### src/rtl/tblrd_pkg.sv
package tblrd_pkg;

  typedef enum logic [1:0] {
    ST_IDLE  = 2'd0,
    ST_FETCH = 2'd1,
    ST_CAPT  = 2'd2
  } tblrd_state_e;

  localparam logic SEL_PTR = 1'b0;
  localparam logic SEL_HB  = 1'b1;

endpackage

### src/rtl/tblrd_ptr.sv
module tblrd_ptr #(
  parameter int PTR_W = 8
) (
  input  logic             clk,
  input  logic             rst,
  input  logic             we,
  input  logic [PTR_W-1:0] wdata,
  output logic [PTR_W-1:0] ptr
);

  always_ff @(posedge clk) begin
    if (rst) ptr <= '0;
    else if (we) ptr <= wdata;
  end


  ptr_hold_chk: assert property (@(posedge clk) disable iff (rst)
    !we |=> $stable(ptr));


  ptr_load_chk: assert property (@(posedge clk) disable iff (rst)
    we |=> ptr == $past(wdata));

endmodule

### src/rtl/tblrd_addr.sv
module tblrd_addr #(
  parameter int PC_W  = 11,
  parameter int PTR_W = 8,
  localparam int PAGE_W = PC_W - PTR_W
) (
  input  logic              last_page,
  input  logic [PAGE_W-1:0] pc_page,
  input  logic [PTR_W-1:0]  ptr,
  output logic [PC_W-1:0]   addr
);

  logic [PAGE_W-1:0] page_sel;

  for (genvar i = 0; i < PAGE_W; i++) begin : g_page
    assign page_sel[i] = last_page | pc_page[i];
  end

  always_comb begin
    addr = {page_sel, ptr};
  end

endmodule

### src/rtl/tblrd_hold.sv
module tblrd_hold #(
  parameter int BYTE_W = 8
) (
  input  logic              clk,
  input  logic              rst,
  input  logic              load,
  input  logic [BYTE_W-1:0] din,
  output logic [BYTE_W-1:0] q
);

  always_ff @(posedge clk) begin
    if (rst) q <= '0;
    else if (load) q <= din;
  end


  hb_keep_chk: assert property (@(posedge clk) disable iff (rst)
    !load |=> $stable(q));


  hb_load_chk: assert property (@(posedge clk) disable iff (rst)
    load |=> q == $past(din));

endmodule

### src/rtl/tblrd_ctrl.sv
module tblrd_ctrl
  import tblrd_pkg::*;
#(
  parameter int PC_W   = 11,
  parameter int WORD_W = 16,
  parameter int DST_AW = 7,
  localparam int BYTE_W = WORD_W / 2
) (
  input  logic              clk,
  input  logic              rst,
  input  logic              op_valid,
  input  logic [DST_AW-1:0] op_dst,
  input  logic [PC_W-1:0]   addr_in,
  input  logic [WORD_W-1:0] pm_rdata,
  output logic              pm_re,
  output logic [PC_W-1:0]   pm_addr,
  output logic              busy,
  output logic              cap_en,
  output logic [BYTE_W-1:0] hi_byte,
  output logic              dst_we,
  output logic [DST_AW-1:0] dst_addr,
  output logic [BYTE_W-1:0] dst_data
);

  tblrd_state_e state;
  logic         accept;

  assign accept  = op_valid && (state == ST_IDLE);
  assign cap_en  = (state == ST_CAPT);
  assign hi_byte = pm_rdata[WORD_W-1:BYTE_W];

  always_ff @(posedge clk) begin
    if (rst) begin
      state    <= ST_IDLE;
      pm_re    <= 1'b0;
      pm_addr  <= '0;
      busy     <= 1'b0;
      dst_we   <= 1'b0;
      dst_addr <= '0;
      dst_data <= '0;
    end else begin
      dst_we <= 1'b0;
      case (state)
        ST_IDLE: begin
          if (accept) begin
            pm_addr  <= addr_in;
            pm_re    <= 1'b1;
            busy     <= 1'b1;
            dst_addr <= op_dst;
            state    <= ST_FETCH;
          end
        end
        ST_FETCH: begin
          pm_re <= 1'b0;
          state <= ST_CAPT;
        end
        ST_CAPT: begin
          dst_data <= pm_rdata[BYTE_W-1:0];
          dst_we   <= 1'b1;
          busy     <= 1'b0;
          state    <= ST_IDLE;
        end
        default: begin
          pm_re <= 1'b0;
          busy  <= 1'b0;
          state <= ST_IDLE;
        end
      endcase
    end
  end


  re_then_wait_chk: assert property (@(posedge clk) disable iff (rst)
    pm_re |=> busy && !pm_re);


  addr_hold_chk: assert property (@(posedge clk) disable iff (rst)
    pm_re |=> $stable(pm_addr));


  result_slot_chk: assert property (@(posedge clk) disable iff (rst)
    pm_re |-> ##2 (dst_we && !busy));


  we_single_chk: assert property (@(posedge clk) disable iff (rst)
    dst_we |=> !dst_we);

endmodule

### src/rtl/tblrd_unit.sv
module tblrd_unit
  import tblrd_pkg::*;
#(
  parameter int PC_W   = 11,
  parameter int PTR_W  = 8,
  parameter int WORD_W = 16,
  parameter int DST_AW = 7
) (
  input  logic                    clk,
  input  logic                    rst,
  input  logic                    op_valid,
  input  logic                    op_last,
  input  logic [DST_AW-1:0]       op_dst,
  input  logic [PC_W-PTR_W-1:0]   pc_page,
  input  logic                    wr_en,
  input  logic                    wr_sel,
  input  logic [PTR_W-1:0]        wr_data,
  output logic                    pm_re,
  output logic [PC_W-1:0]         pm_addr,
  input  logic [WORD_W-1:0]       pm_rdata,
  output logic                    busy,
  output logic                    dst_we,
  output logic [DST_AW-1:0]       dst_addr,
  output logic [WORD_W/2-1:0]     dst_data,
  output logic [WORD_W/2-1:0]     hb_q,
  output logic [PTR_W-1:0]        ptr_q
);

  localparam int PAGE_W = PC_W - PTR_W;
  localparam int BYTE_W = WORD_W / 2;

  logic              ptr_we;
  logic [PC_W-1:0]   addr_next;
  logic              cap_en;
  logic [BYTE_W-1:0] hi_byte;

  assign ptr_we = wr_en && (wr_sel == SEL_PTR);

  tblrd_ptr #(.PTR_W(PTR_W)) u_ptr (
    .clk   (clk),
    .rst   (rst),
    .we    (ptr_we),
    .wdata (wr_data),
    .ptr   (ptr_q)
  );

  tblrd_addr #(.PC_W(PC_W), .PTR_W(PTR_W)) u_addr (
    .last_page (op_last),
    .pc_page   (pc_page),
    .ptr       (ptr_q),
    .addr      (addr_next)
  );

  tblrd_ctrl #(.PC_W(PC_W), .WORD_W(WORD_W), .DST_AW(DST_AW)) u_ctrl (
    .clk      (clk),
    .rst      (rst),
    .op_valid (op_valid),
    .op_dst   (op_dst),
    .addr_in  (addr_next),
    .pm_rdata (pm_rdata),
    .pm_re    (pm_re),
    .pm_addr  (pm_addr),
    .busy     (busy),
    .cap_en   (cap_en),
    .hi_byte  (hi_byte),
    .dst_we   (dst_we),
    .dst_addr (dst_addr),
    .dst_data (dst_data)
  );

  tblrd_hold #(.BYTE_W(BYTE_W)) u_hold (
    .clk  (clk),
    .rst  (rst),
    .load (cap_en),
    .din  (hi_byte),
    .q    (hb_q)
  );


  low_bits_chk: assert property (@(posedge clk) disable iff (rst)
    (op_valid && !busy) |=> pm_addr[PTR_W-1:0] == $past(ptr_q));


  cur_page_chk: assert property (@(posedge clk) disable iff (rst)
    (op_valid && !busy && !op_last) |=> pm_addr[PC_W-1:PTR_W] == $past(pc_page));


  last_page_chk: assert property (@(posedge clk) disable iff (rst)
    (op_valid && !busy && op_last) |=> pm_addr[PC_W-1:PTR_W] == {PAGE_W{1'b1}});


  busy_ignore_chk: assert property (@(posedge clk) disable iff (rst)
    (op_valid && busy) |=> !pm_re);


  hb_write_drop_chk: assert property (@(posedge clk) disable iff (rst)
    (wr_en && wr_sel == SEL_HB && !cap_en) |=> $stable(hb_q) && $stable(ptr_q));

endmodule

### config.mk
export PLATFORM = sky130hd
export DESIGN_NAME = tblrd_unit
export DESIGN_NICKNAME = d
export VERILOG_FILES = /design/src/rtl/tblrd_pkg.sv /design/src/rtl/tblrd_ptr.sv /design/src/rtl/tblrd_addr.sv /design/src/rtl/tblrd_hold.sv /design/src/rtl/tblrd_ctrl.sv /design/src/rtl/tblrd_unit.sv
export SDC_FILE = /design/constraint.sdc
export NUM_CORES = 1
export LEC_CHECK = 0
export ABC_AREA = 0
export BUFFER_PORTS_ARGS = -buffer_cell sky130_fd_sc_hd__buf_2
export CAP_MARGIN = 40
export CORE_MARGIN = 2
export CORE_UTILIZATION = 30
export CTS_CLUSTER_SIZE = 8
export DETAILED_ROUTE_END_ITERATION = 8
export PLACE_DENSITY = 0.61
export SKIP_CTS_REPAIR_TIMING = 1
export SYNTH_ARGS = -nofsm -noshare
export SYNTH_HDL_FRONTEND = slang
export SYNTH_SLANG_ARGS = --single-unit
export TNS_END_PERCENT = 10
### constraint.sdc
create_clock -name clk -period 1.6 [get_ports clk]
set_input_delay 0.16 -clock clk [delete_from_list [all_inputs] [get_ports clk]]
set_output_delay 0.16 -clock clk [all_outputs]
set_load 0.03 [all_outputs]
==> out/qor.csv, run 1 <==
metric,value,unit
overflow,0,
pin_count,85,
synth_area,1720,sq um
grt_usage,12.1,%
grt_pass1_vias,1379,
grt_pass1_wl,6.11,mm
cts_tree,built,
synthArstFlopShare,0,%
avgSynthCellArea,8.66,sq um
areaGrowthSynthToFinish,29.3,%
synth_top_family_by_area,simple AND/OR/NAND/NOR gates,
clock_path_buffers,2,
synth-xor-area-share,0,%
max-slew-margin-rel,58.5,%
grt_max_degree,25,
synth-simple-area-share,23.2,%
path_common_cell,nor3_1,
hold_viol_final,0,
final_nets,317,
ys_seq_area_share,54.6,%
routed_wl,3.77,mm
crit_chain,or3b_1 -> nor3_1 -> nor3_1,
drv_slew,0,
worstMarginPinSlew,0.623,ns
hp-class,in2reg,
layout_worst_path_cycle_share,86.1,%
routedWlPerCell,10.8,um
synth.largest_area_cell,dfxtp_1,
ant_nets,0,
fin_crit,1.38,ns
rsz0062_at_grt,false,
power,0.00225,W
cpPeakStageDelay,0.65,ns
fp-row-count,27,
path_max_fanout,18,
hpwl,2.79,mm
io_buffers,84,
synthAdderAreaFrac,0,%
crit_family,simple AND/OR/NAND/NOR gates,
cts-buffers-inserted,5,
antenna_found_initial,0,
core_area,5540,sq um
viasPerCell,4.31,
clock_latency,0.29,ns
synth.area.top_cells,"dfxtp_1 (55%), nand2_1 (13%), a21oi_1 (9.0%)",
htree_levels,2,
status,completed,
fp.dieArea,6360,sq um
start_util,31.1,%
n_antenna_cell,0,
layout-drive-gt1-share,36.3,%
max_freq,0.726,GHz
finalSetupViolCount,0,
stdcell_count,350,
leakage,1.03,nW
drv_cap,0,
vdd_drop_max,0.480,mV
cp.required,1.77,ns
cts-root-buf,clkbuf_8,
synth-compound-area-share,9.01,%
synthTopCellsByCount,"nand2_1 (61), dfxtp_1 (47), a21oi_1 (31)",
crit_slowest_cell,or3b_1,
synth_edf_count,0,
syn_nets,239,
cp-start-kind,flop,
place_congestion,0.677,
vias,1509,
cp.buffers_inverters,0,
first_pass_iters,4,
clock_skew,0.00344,ns
cts.clk_slew.worst_paths,0.08,ns
netlist.area_leader.share,54.6,%
fin_hold_ws,0.0967,ns
synth-main-ff-cell,dfxtp_1,
arrival,1.55,ns
cts.sinks,47,
drt_iter0_markers,40,
reg2reg_setup_slack,0.22,ns
post-route-cell-area,2230,sq um
ys_ff_latch,47,
synth_cell_type_count,20,
ys_warn_count,0,
dpl.cell_count,342,
power_density,1010,nW/um^2
drcViolationCount,0,
synthCells,199,
muxShareOfSynthArea,4.65,%
placed_cell_area,2150,sq um
worstSetupPathType,reg2reg,
yosysMostFrequentCell,nand2_1,
crit_path_end_kind,flop,
dieWidth,79.8,um
die_y,79.8,um
timing.setup.tns,0,ns
-- layout make-up --
cell class,count,area (sq um)
flip-flops and latches,47,941
multi-input cells,131,636
repair buffers,92,480
fillers,604,3310
well taps,72,90.1
clock buffers,7,76.3
clock inverters,1,5.00
-- sequential cells by signal, indices dropped and copies added (netlist names) --
| name | flops |
|---|---|
| u_ctrl.dst_data | 8 |
| u_ctrl.pm_addr | 11 |
| u_ctrl.state | 2 |
| u_hold.q | 8 |
| u_ctrl.dst_we | 1 |
| u_ptr.ptr | 8 |
| u_ctrl.dst_addr | 7 |
| u_ctrl.busy | 1 |
| u_ctrl.pm_re | 1 |
-- power by group --
part	leakage, nW	switching (W)	total [W]	internal [W]
combinational	0.606	0.000217	0.000341	0.000124
clock	0.0422	0.000358	0.000665	0.000307
sequential	0.383	0.0000253	0.00125	0.00122
-- final timing paths --
kind / depth (start not counted) / to / start
worst max-delay path: 3 / u_ctrl.pm_addr[8] / u_ctrl.state[1]
worst min-delay path: 2 / u_ctrl.busy / rst
worst max register to register: 3 / u_ctrl.pm_addr[8] / u_ctrl.state[1]
worst min register to register: 2 / u_hold.q[4] / u_hold.q[4]
-- kinds of logic after synthesis --
family	Yosys count
AOI/OAI and AO/OA	31
muxes	8
and+or+nand+nor	92
buffers and inverters	21
DFF	47
-- per-layer routing --
| layer | global-route usage, % | up-vias | wire length [um] |
|---|---|---|---|
| li1 | - | 785 | - |
| met1 | 13.9 | 674 | 1670 |
| met2 | 20.7 | 50 | 1760 |
| met3 | 5.54 | 0 | 332 |
| met4 | 2.54 | 0 | 0 |
| met5 | 0 | - | 0 |
-- metrics by stage --
| stage | utilization [%] | worst slack [ns] |
|---|---|---|
| final | 40.2 | 0.223 |
| after detailed placement | 38.8 | 0.189 |
| after floorplan | - | 0.353 |
| after global routing | 40.2 | 0.0792 |
| after CTS | 40.2 | 0.172 |
| after global placement | 38.8 | 0.246 |
-- placed cells by master (no fill, tap or decap) --
cell,count
buf_2,84
nand2_1,61
dfxtp_1,47
a21oi_1,31
nor2_1,13
mux2i_1,8
buf_4,8
nor3_1,7
clkbuf_8,5
nor2b_1,3
nor3b_1,3
clkbuf_1,2
nand2b_1,1
nor3b_4,1
or3b_1,1
nand2_2,1
or2_2,1
clkinv_2,1
No activity file was read; power rests on OpenSTA's default activity.
==> inputs of run 2 (changes only) <==
REMOVE_ABC_BUFFERS = 1   (was default)
==> out/qor.csv, run 2 (synthesis results as in run 1) <==
metric,value,unit,change
status,completed,,
crit_slowest_cell,dfxtp_1,,
start_util,31.1,%,unchanged
clock_path_buffers,2,,unchanged
dpl.cell_count,341,,-0.29%
viasPerCell,4.30,,-0.31%
largest_reg_flops,11,,unchanged
first_pass_iters,4,,unchanged
worstMarginPinSlew,0.455,ns,-0.168 ns
timing.setup.tns,0,ns,unchanged
dieWidth,79.8,um,unchanged
placed_cell_area,2140,sq um,-0.35%
io_buffers,84,,unchanged
fp-row-count,27,,unchanged
n_antenna_cell,0,,unchanged
cts_tree,built,,
p_switching,0.000604,W,+0.62%
stdcell_count,349,,-0.29%
cpPeakStageDelay,0.38,ns,-0.27 ns
cts-buffers-inserted,5,,unchanged
grt_usage,11.8,%,-0.26 points
rsz0062_at_grt,false,,
crit_path_end_kind,flop,,
num-fill-cells,602,,-0.33%
vdd_drop_max,0.445,mV,-7.3%
drv_slew,0,,unchanged
clock_skew,0.00579,ns,+0.00235 ns
crit_chain,or3b_1 -> buf_4 -> nor3_1 -> nor3_1,,
grt_pass1_vias,1305,,-5.4%
regMostFlops,u_ctrl.pm_addr,,
post-route-cell-area,2220,sq um,-0.34%
areaGrowthSynthToFinish,28.9,%,
grt_max_degree,45,,+80%
grt_pass1_wl,5.93,mm,-2.8%
hold_viol_final,0,,unchanged
htree_levels,2,,unchanged
overflow,0,,unchanged
cts.sinks,47,,unchanged
final_nets,316,,-0.32%
cts-root-buf,clkbuf_8,,
routed_wl,3.75,mm,-0.42%
cp-start-kind,flop,,
vias,1500,,-0.60%
path_max_fanout,18,,unchanged
layout_worst_path_cycle_share,79.9,%,-6.1 points
routedWlPerCell,10.8,um,-0.14%
antenna_found_initial,0,,unchanged
leakage,1.03,nW,-0.52%
mostFrequentLayoutCells,"buf_2 (84), nand2_1 (61), dfxtp_1 (47), a21oi_1 (31), nor2_1 (13)",,
power_frac_comb,14.9,%,-0.2 points
drt_iter0_markers,22,,-45%
path_common_cell,nor3_1,,
max_freq,0.782,GHz,+7.7%
layout-drive-gt1-share,36.1,%,-0.23 points
power_density,1020,nW/um^2,+0.46%
reg2reg_setup_slack,0.32,ns,+0.10 ns
p_int,0.00165,W,about the same
core_area,5540,sq um,unchanged
die_y,79.8,um,unchanged
hpwl,2.70,mm,-3.2%
seq_power_share,55.4,%,about the same
fin_crit,1.28,ns,-0.0983 ns
final_common_cell,buf_2,,
p_clk_share,29.7,%,+0.2 points
drcViolationCount,0,,unchanged
drv_cap,0,,unchanged
utilization,40.1,%,-0.14 points
hp-class,in2reg,,
arrival,1.44,ns,-0.11 ns
pin_count,85,,unchanged
ant_nets,0,,unchanged
cp.required,1.77,ns,about the same
max-slew-margin-rel,69.7,%,+11 points
place_congestion,0.679,,+0.41%
finalSetupViolCount,0,,unchanged
swShare,26.8,%,+0.13 points
clock_latency,0.29,ns,about the same
cts.clk_slew.worst_paths,0.08,ns,about the same
fp.dieArea,6360,sq um,unchanged
worstSetupPathType,reg2reg,,
## run 2: cell types whose count changed in the layout (fill, tap and decap cells not counted), sizes merged
| cell | previous run | this run |
|---|---|---|
| buf | 92 | 91 |
## run 2: stage by stage
step,total power [W],setup WS [ns],hold slack [ns]
detailed placement,0.00162,0.316,0.398
global route,0.00237,0.231,0.0903
finish,0.00225,0.321,0.0909
CTS,0.00229,0.314,0.0859
floorplan,0.00147,0.267,0.229
global placement,0.00162,0.337,0.394
## run 2: path summary, 6_finish.rpt
check                    start                end  cells after the start
max reg2reg    u_ctrl.state[0]  u_ctrl.pm_addr[8]                      4
min reg2reg  u_ctrl.pm_addr[0]  u_ctrl.pm_addr[0]                      2
max            u_ctrl.state[0]  u_ctrl.pm_addr[8]                      4
min                        rst        u_ctrl.busy                      2
## run 2: final cells by class
type	instances	area, sq um	area share (%)
flip-flops and latches	47	941	42.4
multi-input cells	131	636	28.6
repair buffers	91	473	21.3
well taps	72	90.1	4.06
clock buffers	7	76.3	3.44
clock inverters	1	5.00	0.225
## run 2: routing by layer
metal  part of all wire [%]  global-route usage [%]  vias to the layer above
met1                     44                    13.9                      672
met3                    6.8                    4.30                        5
met5                      0                       0                        -
li1                       -                       -                      781
met2                     48                    20.1                       42
met4                    1.1                    3.56                        0
## run 2: power groups by stage
| stage | registers [W] | logic [W] | clock network [W] |
|---|---|---|---|
| after floorplan | 0.00137 | 0.0000928 | 0 |
| after global placement | 0.00128 | 0.000340 | 0 |
| after detailed placement | 0.00128 | 0.000341 | 0 |
| after CTS | 0.00125 | 0.000342 | 0.000703 |
| after global routing | 0.00126 | 0.000368 | 0.000745 |
| final | 0.00125 | 0.000336 | 0.000669 |
## run 2: worst max-delay path, delay by kind of cell, from the launching register on
kind                   cells  cell delay, ns
buffers and inverters      1            0.20
and+or+nand+nor            3            0.58
DFF                        1            0.38
==> inputs of run 3 (changes only) <==
ABC_AREA = 1   (was 0)
PLACE_DENSITY = 0.6   (was 0.61)
clock period = 1.2 ns   (was 1.6 ns; I/O delays follow)
==> out/qor.csv, run 3 <==
metric,value,unit,change
yosysMostFrequentCell,nor2_1,,
htree_levels,2,,unchanged
ant_nets,0,,unchanged
hpwl,2.89,mm,+6.8%
avgSynthCellArea,7.62,sq um,-12%
arrival,1.29,ns,-0.15 ns
ys_ff_latch,47,,unchanged
crit_slowest_cell,dfxtp_1,,
grt_pass1_vias,1523,,+17%
synth_edf_count,0,,unchanged
cts-buffers-inserted,5,,unchanged
io_buffers,84,,unchanged
ys_seq_area_share,50.2,%,-4.4 points
cts_tree,built,,
drcViolationCount,0,,unchanged
hp-class,in2reg,,
overflow,0,,unchanged
largest_reg_flops,11,,unchanged
path_common_cell,nor2_1,,
clock_latency,0.30,ns,about the same
synthTopCellsByCount,"nor2_1 (71), dfxtp_1 (47), o21ai_0 (24)",,
regMostFlops,u_ctrl.pm_addr,,
timing.setup.tns,0,ns,unchanged
max-slew-margin-rel,83.4,%,+14 points
top_layer_used,met4,,
vias,1699,,+13%
power_density,1410,nW/um^2,+39%
drt_iter0_markers,85,,+290%
stdcell_count,396,,+13%
dr_wl_met3,182,um,-29%
fp.dieArea,6900,sq um,+8.4%
worstMarginPinSlew,0.249,ns,-0.206 ns
grt_max_degree,39,,-13%
grt_usage,12.1,%,+0.31 points
routedWlPerCell,10.5,um,-2.5%
cp.required,1.44,ns,-0.33 ns
cpPeakStageDelay,0.46,ns,+0.08 ns
netlist.area_leader.share,50.2,%,-4.4 points
dpl.cell_count,388,,+14%
clock_skew,0.00337,ns,-0.00242 ns
drv_slew,0,,unchanged
routed_wl,4.15,mm,+11%
start_util,31.3,%,+0.21 points
synthArstFlopShare,0,%,unchanged
path_max_fanout,18,,unchanged
max_freq,0.950,GHz,+22%
layout-drive-gt1-share,31.5,%,-4.6 points
antenna_found_initial,0,,unchanged
mostFrequentLayoutCells,"buf_2 (84), nor2_1 (71), dfxtp_1 (47), o21ai_0 (24), nand2_1 (20)",,
cts.clk_slew.worst_paths,0.09,ns,about the same
vdd_drop_max,0.598,mV,+34%
fin_crit,1.05,ns,-0.226 ns
final_nets,360,,+14%
finalSetupViolCount,0,,unchanged
grt_pass1_wl,6.93,mm,+17%
worstSetupPathType,reg2reg,,
areaGrowthSynthToFinish,27.1,%,
leakage,1.20,nW,+17%
place_congestion,0.737,,+8.5%
wl_met2,2.05,mm,+14%
utilization,39.8,%,-0.30 points
crit_chain,nand2_4 -> inv_4 -> nor2_1 -> nor2_1,,
cts-root-buf,clkbuf_8,,
viasPerCell,4.29,,-0.18%
synth_area,1880,sq um,+8.9%
cts.sinks,47,,unchanged
die_y,83.1,um,+4.1%
first_pass_iters,6,,+2
rsz0062_at_grt,false,,
synth.area.top_cells,"dfxtp_1 (50%), nor2_1 (14%), o21ai_0 (6.4%)",,
wl_met1,1.86,mm,+13%
synth-main-ff-cell,dfxtp_1,,
core_area,5990,sq um,+8.1%
status,completed,,
pin_count,85,,unchanged
drv_cap,0,,unchanged
final_common_cell,buf_2,,
cp-start-kind,flop,,
clock_path_buffers,2,,unchanged
fp-row-count,28,,+3.7%
ys_warn_count,0,,unchanged
synth_cell_type_count,20,,unchanged
synth.largest_area_cell,dfxtp_1,,
dieWidth,83.1,um,+4.1%
hold_viol_final,0,,unchanged
power,0.00335,W,+49%
synthCells,246,,+24%
crit_path_end_kind,flop,,
layout_worst_path_cycle_share,87.7,%,+7.8 points
n_antenna_cell,0,,unchanged
[run 3: cell count changes in the layout (fill, tap and decap cells not counted), sizes merged, moves of 4 or more]
cell   before  now
nor3b       4    0
nand2      62   22
mux2i       8    0
nand3       0   18
nor3        7    2
inv         0   21
nor2       13   72
o21ai       0   24
a21oi      31   20
[run 3: power by group]
group          switching, W  internal [W]  leakage, nW
clock              0.000535      0.000419       0.0418
combinational      0.000441      0.000238        0.777
sequential        0.0000567       0.00166        0.387
total               0.00103       0.00232         1.20
[run 3: final cells by class]
class / instances / area (sq um)
Multi-Input combinational cell: 158 / 694
Fill cell: 646 / 3610
Clock buffer: 6 / 72.6
Sequential cell: 47 / 941
Inverter: 20 / 77.6
Tap cell: 75 / 93.8
Clock inverter: 2 / 16.3
Timing Repair Buffer: 88 / 488
[run 3: per-layer routing]
| layer | up-vias | track usage, % |
|---|---|---|
| met4 | 0 | 5.37 |
| met5 | - | 0 |
| li1 | 911 | - |
| met1 | 747 | 14.1 |
| met3 | 4 | 2.78 |
| met2 | 37 | 21.3 |
[run 3: cell families after synthesis]
logic type / share of synthesized area [%]
and+or+nand+nor: 25.1
DFF: 50.2
AOI/OAI and AO/OA: 11.9
buffers and inverters: 12.8
[run 3: worst max-delay path, delay by kind of cell (launching register included)]
family,cells,cell delay [ns]
buffers and inverters,1,0.19
flip-flops,1,0.46
AND/OR/NAND/NOR,3,0.34
[run 3: through the flow]
step | instance area (sq um) | hold WS, ns | setup slack [ns]
after floorplan | 1710 | 0.182 | 0.0163
after global placement | 2290 | 0.357 | 0.196
after detailed placement | 2290 | 0.357 | 0.150
after CTS | 2380 | 0.0282 | 0.128
after global routing | 2380 | 0.0247 | 0.0423
final | 2380 | 0.0459 | 0.148
[run 3: final timing paths]
check / from / endpoint / slack (ns) / depth (start not counted)
worst max-delay path: u_ctrl.state[1] / u_hold.q[0] / 0.15 / 4
worst min-delay path: rst / u_ctrl.pm_re / 0.05 / 2
worst max register to register: u_ctrl.state[1] / u_hold.q[0] / 0.15 / 4
worst min register to register: u_ctrl.pm_re / u_ctrl.pm_re / 0.48 / 2
